--- src/rtl/sram_lane_pkg.sv ---
package sram_lane_pkg;

  typedef enum logic [2:0] {
    ST_IDLE    = 3'd0,
    ST_W_TA    = 3'd1,
    ST_W_PULSE = 3'd2,
    ST_W_HOLD  = 3'd3,
    ST_RD      = 3'd4
  } seq_state_t;

  // ceiling of a time in ps over the clock period in ps
  function automatic int cyc_ceil(input int t_ps, input int clk_ps);
    return (t_ps + clk_ps - 1) / clk_ps;
  endfunction

  function automatic int imax(input int a, input int b);
    return (a > b) ? a : b;
  endfunction

  function automatic int ta_cycles(input int clk_ps, input int t_hz_ps);
    return imax(1, cyc_ceil(t_hz_ps, clk_ps));
  endfunction

  function automatic int wp_cycles(input int clk_ps, input int t_pwe, input int t_sd,
                                   input int t_aw, input int t_wc, input int ta);
    int n;
    n = imax(1, cyc_ceil(t_pwe, clk_ps));
    n = imax(n, cyc_ceil(t_sd, clk_ps));
    n = imax(n, cyc_ceil(t_aw, clk_ps) - ta);
    n = imax(n, cyc_ceil(t_wc, clk_ps) - ta - 1);
    return n;
  endfunction

  function automatic int rd_cycles(input int clk_ps, input int t_aa, input int t_doe,
                                   input int t_rc);
    int n;
    n = imax(1, cyc_ceil(t_aa, clk_ps));
    n = imax(n, cyc_ceil(t_doe, clk_ps));
    n = imax(n, cyc_ceil(t_rc, clk_ps));
    return n;
  endfunction

endpackage

--- src/rtl/sram_lane_seq.sv ---
module sram_lane_seq
  import sram_lane_pkg::*;
#(
  parameter int LANES  = 3,
  parameter int TA_CYC = 2,
  parameter int WP_CYC = 2,
  parameter int RD_CYC = 3
) (
  input  logic             clk,
  input  logic             rst_n,
  input  logic             req_valid,
  input  logic             req_write,
  input  logic [LANES-1:0] req_mask,
  output logic             req_ready,
  output logic [LANES-1:0] lane_mask,
  output logic [LANES-1:0] mem_cs_n,
  output logic             mem_we_n,
  output logic             mem_oe_n,
  output logic             mem_dq_oe,
  output logic             ev_accept,
  output logic             ev_drop,
  output logic             ev_we_rise,
  output logic             ev_capture
);

  localparam int MAXC  = imax(imax(TA_CYC, WP_CYC), RD_CYC);
  localparam int CNT_W = $clog2(MAXC + 1);

  seq_state_t       st_q, st_d;
  logic [CNT_W-1:0] cnt_q;
  logic [LANES-1:0] mask_q;
  logic             fire;
  logic             last_phase;
  int               phase_len;

  assign req_ready = (st_q == ST_IDLE);
  assign fire      = req_valid && req_ready;
  assign ev_accept = fire && (req_mask != '0);
  assign ev_drop   = fire && (req_mask == '0);

  always_comb begin
    unique case (st_q)
      ST_W_TA:    phase_len = TA_CYC;
      ST_W_PULSE: phase_len = WP_CYC;
      ST_RD:      phase_len = RD_CYC;
      default:    phase_len = 1;
    endcase
  end

  assign last_phase = (cnt_q == CNT_W'(phase_len - 1));
  assign ev_we_rise = (st_q == ST_W_PULSE) && last_phase;
  assign ev_capture = (st_q == ST_RD) && last_phase;

  always_comb begin
    st_d = st_q;
    unique case (st_q)
      ST_IDLE:    if (ev_accept) st_d = req_write ? ST_W_TA : ST_RD;
      ST_W_TA:    if (last_phase) st_d = ST_W_PULSE;
      ST_W_PULSE: if (last_phase) st_d = ST_W_HOLD;
      ST_W_HOLD:  st_d = ST_IDLE;
      ST_RD:      if (last_phase) st_d = ST_IDLE;
      default:    st_d = ST_IDLE;
    endcase
  end

  always_ff @(posedge clk) begin
    if (!rst_n) begin
      st_q   <= ST_IDLE;
      cnt_q  <= '0;
      mask_q <= '0;
    end else begin
      st_q <= st_d;
      if (st_q == ST_IDLE || last_phase) cnt_q <= '0;
      else                               cnt_q <= cnt_q + 1'b1;
      if (ev_accept) mask_q <= req_mask;
    end
  end

  assign lane_mask = mask_q;
  assign mem_cs_n  = (st_q == ST_IDLE) ? '1 : ~mask_q;
  assign mem_we_n  = (st_q != ST_W_PULSE);
  assign mem_oe_n  = (st_q != ST_RD);
  assign mem_dq_oe = (st_q == ST_W_PULSE) || (st_q == ST_W_HOLD);

endmodule

--- src/rtl/sram_lane_data.sv ---
module sram_lane_data #(
  parameter int ADDR_W = 19,
  parameter int DATA_W = 24,
  parameter int LANES  = DATA_W / 8
) (
  input  logic              clk,
  input  logic              rst_n,
  input  logic              ev_accept,
  input  logic              ev_capture,
  input  logic [ADDR_W-1:0] req_addr,
  input  logic [DATA_W-1:0] req_wdata,
  input  logic [LANES-1:0]  lane_mask,
  input  logic [DATA_W-1:0] mem_dq_in,
  output logic [ADDR_W-1:0] mem_addr,
  output logic [DATA_W-1:0] mem_dq_out,
  output logic [DATA_W-1:0] rd_data,
  output logic              rd_valid
);

  function automatic logic [DATA_W-1:0] lane_bits(input logic [LANES-1:0] m);
    logic [DATA_W-1:0] f;
    for (int i = 0; i < LANES; i++) f[i*8 +: 8] = {8{m[i]}};
    return f;
  endfunction

  logic [DATA_W-1:0] keep_bits;
  assign keep_bits = lane_bits(lane_mask);

  always_ff @(posedge clk) begin
    if (!rst_n) begin
      mem_addr   <= '0;
      mem_dq_out <= '0;
      rd_data    <= '0;
      rd_valid   <= 1'b0;
    end else begin
      rd_valid <= ev_capture;
      if (ev_accept) begin
        mem_addr   <= req_addr;
        mem_dq_out <= req_wdata;
      end
      if (ev_capture) rd_data <= mem_dq_in & keep_bits;
    end
  end

endmodule

--- src/rtl/sram_lane_ctrl.sv ---
module sram_lane_ctrl
  import sram_lane_pkg::*;
#(
  parameter int ADDR_W    = 19,
  parameter int DATA_W    = 24,
  parameter int CLK_PS    = 4000,
  parameter int T_HZOE_PS = 5000,
  parameter int T_PWE_PS  = 8000,
  parameter int T_SD_PS   = 6000,
  parameter int T_AW_PS   = 9000,
  parameter int T_WC_PS   = 10000,
  parameter int T_AA_PS   = 10000,
  parameter int T_DOE_PS  = 7000,
  parameter int T_RC_PS   = 10000
) (
  input  logic                  clk,
  input  logic                  rst_n,
  input  logic                  req_valid,
  input  logic                  req_write,
  input  logic [ADDR_W-1:0]     req_addr,
  input  logic [DATA_W-1:0]     req_wdata,
  input  logic [DATA_W/8-1:0]   req_mask,
  output logic                  req_ready,
  output logic [DATA_W-1:0]     rd_data,
  output logic                  rd_valid,
  output logic [ADDR_W-1:0]     mem_addr,
  output logic [DATA_W/8-1:0]   mem_cs_n,
  output logic                  mem_we_n,
  output logic                  mem_oe_n,
  output logic                  mem_dq_oe,
  output logic [DATA_W-1:0]     mem_dq_out,
  input  logic [DATA_W-1:0]     mem_dq_in
);

  localparam int LANES  = DATA_W / 8;
  localparam int TA_CYC = ta_cycles(CLK_PS, T_HZOE_PS);
  localparam int WP_CYC = wp_cycles(CLK_PS, T_PWE_PS, T_SD_PS, T_AW_PS, T_WC_PS, TA_CYC);
  localparam int RD_CYC = rd_cycles(CLK_PS, T_AA_PS, T_DOE_PS, T_RC_PS);

  // internal events, named for the checker
  logic             ev_accept;
  logic             ev_drop;
  logic             ev_we_rise;
  logic             ev_capture;
  logic [LANES-1:0] lane_mask;

  sram_lane_seq #(
    .LANES (LANES),
    .TA_CYC(TA_CYC),
    .WP_CYC(WP_CYC),
    .RD_CYC(RD_CYC)
  ) u_seq (
    .clk       (clk),
    .rst_n     (rst_n),
    .req_valid (req_valid),
    .req_write (req_write),
    .req_mask  (req_mask),
    .req_ready (req_ready),
    .lane_mask (lane_mask),
    .mem_cs_n  (mem_cs_n),
    .mem_we_n  (mem_we_n),
    .mem_oe_n  (mem_oe_n),
    .mem_dq_oe (mem_dq_oe),
    .ev_accept (ev_accept),
    .ev_drop   (ev_drop),
    .ev_we_rise(ev_we_rise),
    .ev_capture(ev_capture)
  );

  sram_lane_data #(
    .ADDR_W(ADDR_W),
    .DATA_W(DATA_W),
    .LANES (LANES)
  ) u_data (
    .clk       (clk),
    .rst_n     (rst_n),
    .ev_accept (ev_accept),
    .ev_capture(ev_capture),
    .req_addr  (req_addr),
    .req_wdata (req_wdata),
    .lane_mask (lane_mask),
    .mem_dq_in (mem_dq_in),
    .mem_addr  (mem_addr),
    .mem_dq_out(mem_dq_out),
    .rd_data   (rd_data),
    .rd_valid  (rd_valid)
  );

endmodule

--- config.mk ---
export PLATFORM = sky130hd
export DESIGN_NAME = sram_lane_ctrl
export DESIGN_NICKNAME = d
export VERILOG_FILES = /design/src/rtl/sram_lane_pkg.sv /design/src/rtl/sram_lane_seq.sv /design/src/rtl/sram_lane_data.sv /design/src/rtl/sram_lane_ctrl.sv
export SDC_FILE = /design/constraint.sdc
export NUM_CORES = 1
export LEC_CHECK = 0
export ABC_AREA = 0
export BUFFER_PORTS_ARGS = -buffer_cell sky130_fd_sc_hd__buf_2
export CORE_ASPECT_RATIO = 0.9
export CORE_MARGIN = 2
export CORE_UTILIZATION = 44
export DETAILED_ROUTE_END_ITERATION = 8
export GPL_ROUTABILITY_DRIVEN = 0
export PLACE_DENSITY = 0.76
export SYNTH_ARGS = -nofsm -noshare
export SYNTH_HDL_FRONTEND = slang
export SYNTH_HIERARCHICAL = 1
export SYNTH_SLANG_ARGS = --single-unit
--- constraint.sdc ---
create_clock -name clk -period 2.5 [get_ports clk]
set_clock_uncertainty 0.2 [all_clocks]
set_input_delay 0.125 -clock clk [delete_from_list [all_inputs] [get_ports clk]]
set_output_delay 0.125 -clock clk [all_outputs]
set_load 0.02 [all_outputs]
==> results of run 1 <==
## registers in the layout (all words and copies together) (netlist names)
register and cells:
u_data/mem_addr 19, u_data/mem_dq_out 24, u_data/rd_data 24, u_data/rd_valid 1, u_seq/cnt_q 2, u_seq/lane_mask 3, u_seq/st_q 3
## where the power goes
group	internal [mW]	switching, mW	total, mW
logic	0.273	0.265	0.538
clock network	0.554	0.423	0.978
registers	1.28	0.0524	1.33
## routing by layer
layer  GRT usage (%)  vias up
met5               0        -
met4            6.68        0
met3            5.75        6
met2            39.5      119
met1            26.6     1387
li1                -     1484
## metrics by stage
stage | cells | setup WS (ns) | power [mW] | util (%)
finish | 615 | 0.288 | 2.84 | 68.7
global route | 615 | 0.188 | 2.99 | 68.7
CTS | 615 | 0.318 | 2.86 | 68.7
detailed placement | 527 | 0.386 | 1.79 | 55.2
global placement | 527 | 0.474 | 1.78 | 55.2
floorplan | 310 | 0.465 | 1.67 | -
## layout make-up
class / instances / area, um^2 / area share (%)
Clock inverter: 5 / 77.6 / 1.62
Clock buffer: 10 / 128 / 2.67
Sequential cell: 76 / 1520 / 31.8
Inverter: 2 / 7.51 / 0.157
Multi-Input combinational cell: 205 / 1420 / 29.6
Tap cell: 93 / 116 / 2.43
Timing Repair Buffer: 224 / 1520 / 31.7
## final timing paths
check | cells after the start | slack (ns) | startpoint | end
min reg2reg | 2 | 0.27 | u_data/rd_data[13] | u_data/rd_data[13]
min | 4 | 0.05 | req_valid | u_seq/st_q[0]
max reg2reg | 4 | 0.29 | u_seq/st_q[0] | u_seq/lane_mask[2]
max | 4 | 0.29 | u_seq/st_q[0] | u_seq/lane_mask[2]
## what timing repair did
action                                 CTS  global route
endpoints found under the hold margin   71             0
hold buffers                            73             0
gates resized for setup                  0             0
setup endpoints to repair                0             0
## worst max-delay path, cell delays in order, from the launching register on
cell and delay, ns:
sky130_fd_sc_hd__dfxtp_1 0.40, sky130_fd_sc_hd__or4b_4 0.63, sky130_fd_sc_hd__o211ai_1 0.20, sky130_fd_sc_hd__o21ai_0 0.11, sky130_fd_sc_hd__dlygate4sd3_1 0.56
==> parameters.txt, run 1 <==
Parameter                              Value

Routing
  Count of nets left with antenna violations after detail routing ... 0
  Overall via count from detail_route ... 2996
  Via density per instance ... 4.87
  Detailed Routing Iterations Pass 1 ... 5
  Wire length on met3 ... 564 um
  Wire length after detailed routing ... 8750 um
  Post-route DRC violation count ... 0
  Routed met1 length ... 3710 um
  Iteration-0 DRC count of the detailed router ... 77
  Highest routing layer actually used ... met4
  Wire per inst ... 14.2 um
  Amount of wire on met2 after detailed routing ... 4410 um

GRT
  Via count of the first global-routing pass ... 2925
  Congestion Overflow GR ... 0
  Initial antenna violation count ... 0
  All-layer global routing usage ... 22.3%
  Wire length of the first global-routing pass ... 14000 um
  Maximum number of pins on one net before global-route repair ... 64

Run status
  Outcome ... finished clean

STA
  Hold slack ... 0.0512 ns
  Max transition margin ... 65.1%
  Final setup violation count ... 0
  Final hold violations ... 0
  RSZ-0062 raised after global routing ... no
  Setup tns final ... 0 ns
  Achievable frequency ... 0.452 GHz
  Final cycle utilization of the critical path ... 88.5%
  Final count of pins violating max slew ... 0
  Post-layout min period ... 2.21 ns
  Pin slew with the least headroom to its limit ... 0.524 ns

Clock network
  Maximum clock path buffer count ... 2
  Clock transition at path regs ... 0.08 ns
  Clock latency on the worst-skew pair ... 0.32 ns
  TritonCTS Sinks ... 76
  TritonCTS buffer count ... 9
  H-tree levels ... 3
  Clock tree from TritonCTS ... built
  Root Buffer ... sky130_fd_sc_hd__clkbuf_8
  Buffers inserted during post-CTS setup optimization ... 0

Floorplan
  Top-level port count ... 149
  Die span in y ... 84.2 um
  Core Footprint ... 6970 um^2
  Effective utilization at floorplan ... 45.1%
  Full die area ... 7830 um^2
  Floorplan row count ... 29
  Die Width ... 93.1 um

Layout
  Most frequent cells in the layout ... sky130_fd_sc_hd__buf_2, sky130_fd_sc_hd__dfxtp_1, sky130_fd_sc_hd__dlygate4sd3_1
  Diode insertion count for antenna repair ... 0
  Final design instance area without fill ... 4780 um^2
  Area delta synth->final ... 52.3%
  Fill cells ... 548
  Nets@finish ... 592
  Most common library cell in the layout ignoring fill and taps ... sky130_fd_sc_hd__buf_2
  Share of final-layout standard cells stronger than drive strength 1 ... 32.8%

Critical path
  Required arrival time at the worst endpoint ... 2.51 ns
  Crit Path Max Fanout ... 10
  Kind of end point of the critical path ... register
  Category of the critical setup timing path ... register to register
  Arr. time, crit path ... 2.22 ns
  Worst setup SP type ... register

Place
  Port bufs ... 148
  HPWL after detailed placement ... 4850 um
  Dpl cell area ... 3850 um^2

Pwr
  Lkg Pwr ... 2.28 nW
  Power density over the cells ... 594 nW/um^2
  Maximum vdd ir drop ... 287 uV

Yosys
  Number of standard cells after synthesis ... 310
  Number of warnings reported in the yosys synthesis log ... 6
  Syn nets ... 384
  Synthesized area per cell ... 10.1 um^2
  Synth Cell Area ... 3140 um^2

Flow run
  Max Cap Viol ... 0

Worst hold path
  Class of the most critical hold timing path ... primary input to register
Power figures use the tool's default switching activity.
==> run 2, diff against run 1 <==
--- a/config.mk
+++ b/config.mk
@@ -9,10 +9,10 @@
 export BUFFER_PORTS_ARGS = -buffer_cell sky130_fd_sc_hd__buf_2
 export CORE_ASPECT_RATIO = 0.9
 export CORE_MARGIN = 2
-export CORE_UTILIZATION = 44
+export CORE_UTILIZATION = 25
 export DETAILED_ROUTE_END_ITERATION = 8
 export GPL_ROUTABILITY_DRIVEN = 0
-export PLACE_DENSITY = 0.76
+export SLEW_MARGIN = 10
 export SYNTH_ARGS = -nofsm -noshare
 export SYNTH_HDL_FRONTEND = slang
 export SYNTH_HIERARCHICAL = 1
==> parameters.txt, run 2 (synthesized netlist as in run 1, its figures left out) <==
Parameter                              Value

Critical path
  Launch point of the critical path ... u_seq/st_q[1]
  R2R depth ... 6
  Cell breakdown of the critical path ... or3b_2 > nor2b_2 > buf_12 > nand4_1 > dlygate4sd3_1 > nand2_1
  Category of the critical setup timing path ... register to register
  Arr. time, crit path ... 2.44 ns
  RR Endpoint ... u_data/rd_data[17]
  Worst-path cell with the longest stage delay ... sky130_fd_sc_hd__dlygate4sd3_1
  Required arrival time at the worst endpoint ... 2.58 ns
  Max stage delay on crit path ... 0.59 ns
  Crit Path Max Fanout ... 49
  Kind of end point of the critical path ... register
  Beginning of the worst register-to-register path ... u_seq/st_q[1]
  Register-to-register path setup slack ... 0.14 ns
  Worst setup SP type ... register

Layout
  Regs by FF count ... u_data/mem_dq_out: 24 flops, u_data/rd_data: 24 flops, u_data/mem_addr: 19 flops
  Fill cells ... 1177
  Diode insertion count for antenna repair ... 0
  Most common library cell in the layout ignoring fill and taps ... sky130_fd_sc_hd__buf_2
  Area delta synth->final ... 60.7%
  Nets@finish ... 599
  Most frequent cells in the layout ... sky130_fd_sc_hd__buf_2, sky130_fd_sc_hd__dlygate4sd3_1, sky130_fd_sc_hd__dfxtp_1
  Share of final-layout standard cells stronger than drive strength 1 ... 32.8%
  Count of non-filler cells in the finished layout ... 690

Place
  HPWL after detailed placement ... 5350 um
  Worst setup slack before clock tree synthesis ... 0.389 ns
  Placed insts ... 595
  Port bufs ... 148

STA
  Setup tns final ... 0 ns
  Post-layout min period ... 2.36 ns
  Slack of the critical path ... 0.140 ns
  Final hold violations ... 0
  Final count of pins violating max slew ... 0
  Achievable frequency ... 0.424 GHz
  Max transition margin ... 69.2%
  Final setup violation count ... 0
  Final cycle utilization of the critical path ... 94.4%
  Pin slew with the least headroom to its limit ... 0.462 ns
  Hold slack ... 0.0495 ns

Routing
  Post-route DRC violation count ... 0
  Overall via count from detail_route ... 2997
  Count of nets left with antenna violations after detail routing ... 0
  Wire length after detailed routing ... 8460 um
  Iteration-0 DRC count of the detailed router ... 104
  Via density per instance ... 4.34
  Wire per inst ... 12.3 um
  Detailed Routing Iterations Pass 1 ... 4

Pwr
  Maximum vdd ir drop ... 360 uV
  Power density over the cells ... 641 nW/um^2
  Total chip power ... 3.24 mW
  Lkg Pwr ... 2.36 nW

GRT
  Via count of the first global-routing pass ... 2900
  Maximum number of pins on one net before global-route repair ... 50
  All-layer global routing usage ... 12.3%
  Met1 Use GR ... 12.8%
  Met3 Use GR ... 4.37%
  Congestion Overflow GR ... 0
  Initial antenna violation count ... 0
  Wire length of the first global-routing pass ... 13000 um
  Layer with the highest usage after global routing ... met2
  M2 GR Usage ... 22.9%

Worst hold path
  Number of cells traversed by the worst hold path ... 4
  Class of the most critical hold timing path ... primary input to register
  End of the worst hold path ... u_seq/st_q[0]
  Launch instance of the worst min-delay path ... req_valid

Clock network
  Clock tree from TritonCTS ... built
  Clock transition at path regs ... 0.06 ns
  H-tree levels ... 3
  Clock latency on the worst-skew pair ... 0.33 ns
  TritonCTS buffer count ... 9
  Maximum clock path buffer count ... 2
  Root Buffer ... sky130_fd_sc_hd__clkbuf_16
  TritonCTS Sinks ... 76

Floorplan
  Top-level port count ... 149
  Die span in y ... 110 um
  Full die area ... 13500 um^2
  Effective utilization at floorplan ... 25.8%
  Core Footprint ... 12200 um^2
  Die Width ... 122 um
  Floorplan row count ... 38

Run status
  Outcome ... finished clean

Flow run
  Max Cap Viol ... 0
-- run 2: through the flow --
| stage | util [%] | area, um^2 |
|---|---|---|
| 3_5_place_dp | 32.3 | 3930 |
| 3_3_place_gp | 32.3 | 3930 |
| 5_1_grt | 41.5 | 5050 |
| 6_report | 41.5 | 5050 |
| 4_1_cts | 41.4 | 5040 |
| 2_1_floorplan | - | 3140 |
-- run 2: final cells by class --
| type | count | area (um^2) | share of cell area (%) |
|---|---|---|---|
| timing repair buffer | 231 | 1590 | 31.4 |
| sequential | 76 | 1520 | 30.2 |
| multi-input combinational | 205 | 1420 | 28.0 |
| clock buffer | 11 | 243 | 4.81 |
| tap | 160 | 200 | 3.96 |
| clock inverter | 5 | 75.1 | 1.49 |
| inverter | 2 | 7.51 | 0.149 |
-- run 2: metal layers --
metal	wire length, um	share of wire, %
met5	0	0
met4	119	1.4
met3	648	7.7
met2	4250	50
met1	3440	41
-- run 2: report_power, final --
group	internal (mW)	total, mW	leakage [nW]	switching (mW)
registers	1.28	1.33	0.620	0.0503
clock network	0.895	1.37	0.159	0.479
logic	0.276	0.534	1.58	0.258
total	2.45	3.24	2.36	0.787
-- run 2: worst max path at each step --
stage	endpoint	slack, ns	cells past startpoint
after floorplan	u_data/mem_addr[0]	0.46	8
after global placement	u_data/mem_addr[2]	0.44	5
after detailed placement	u_data/mem_addr[15]	0.39	5
after CTS	u_data/rd_data[16]	0.04	6
after global routing	u_data/rd_data[17]	-0.0007	6
final	u_data/rd_data[17]	0.14	6
-- run 2: timing repair --
action | in CTS | in global routing
buffers inserted | 0 | 0
hold buffers | 79 | 0
hold endpoints to repair | 73 | 0
gates resized for setup | 0 | 4
endpoints found under the setup margin | 0 | 2
-- run 2: worst max-delay path, delay by kind of cell (launching register included) --
family                 cells  cell delay, ns
buffers and inverters      2            0.80
DFF                        1            0.43
and+or+nand+nor            4            0.89
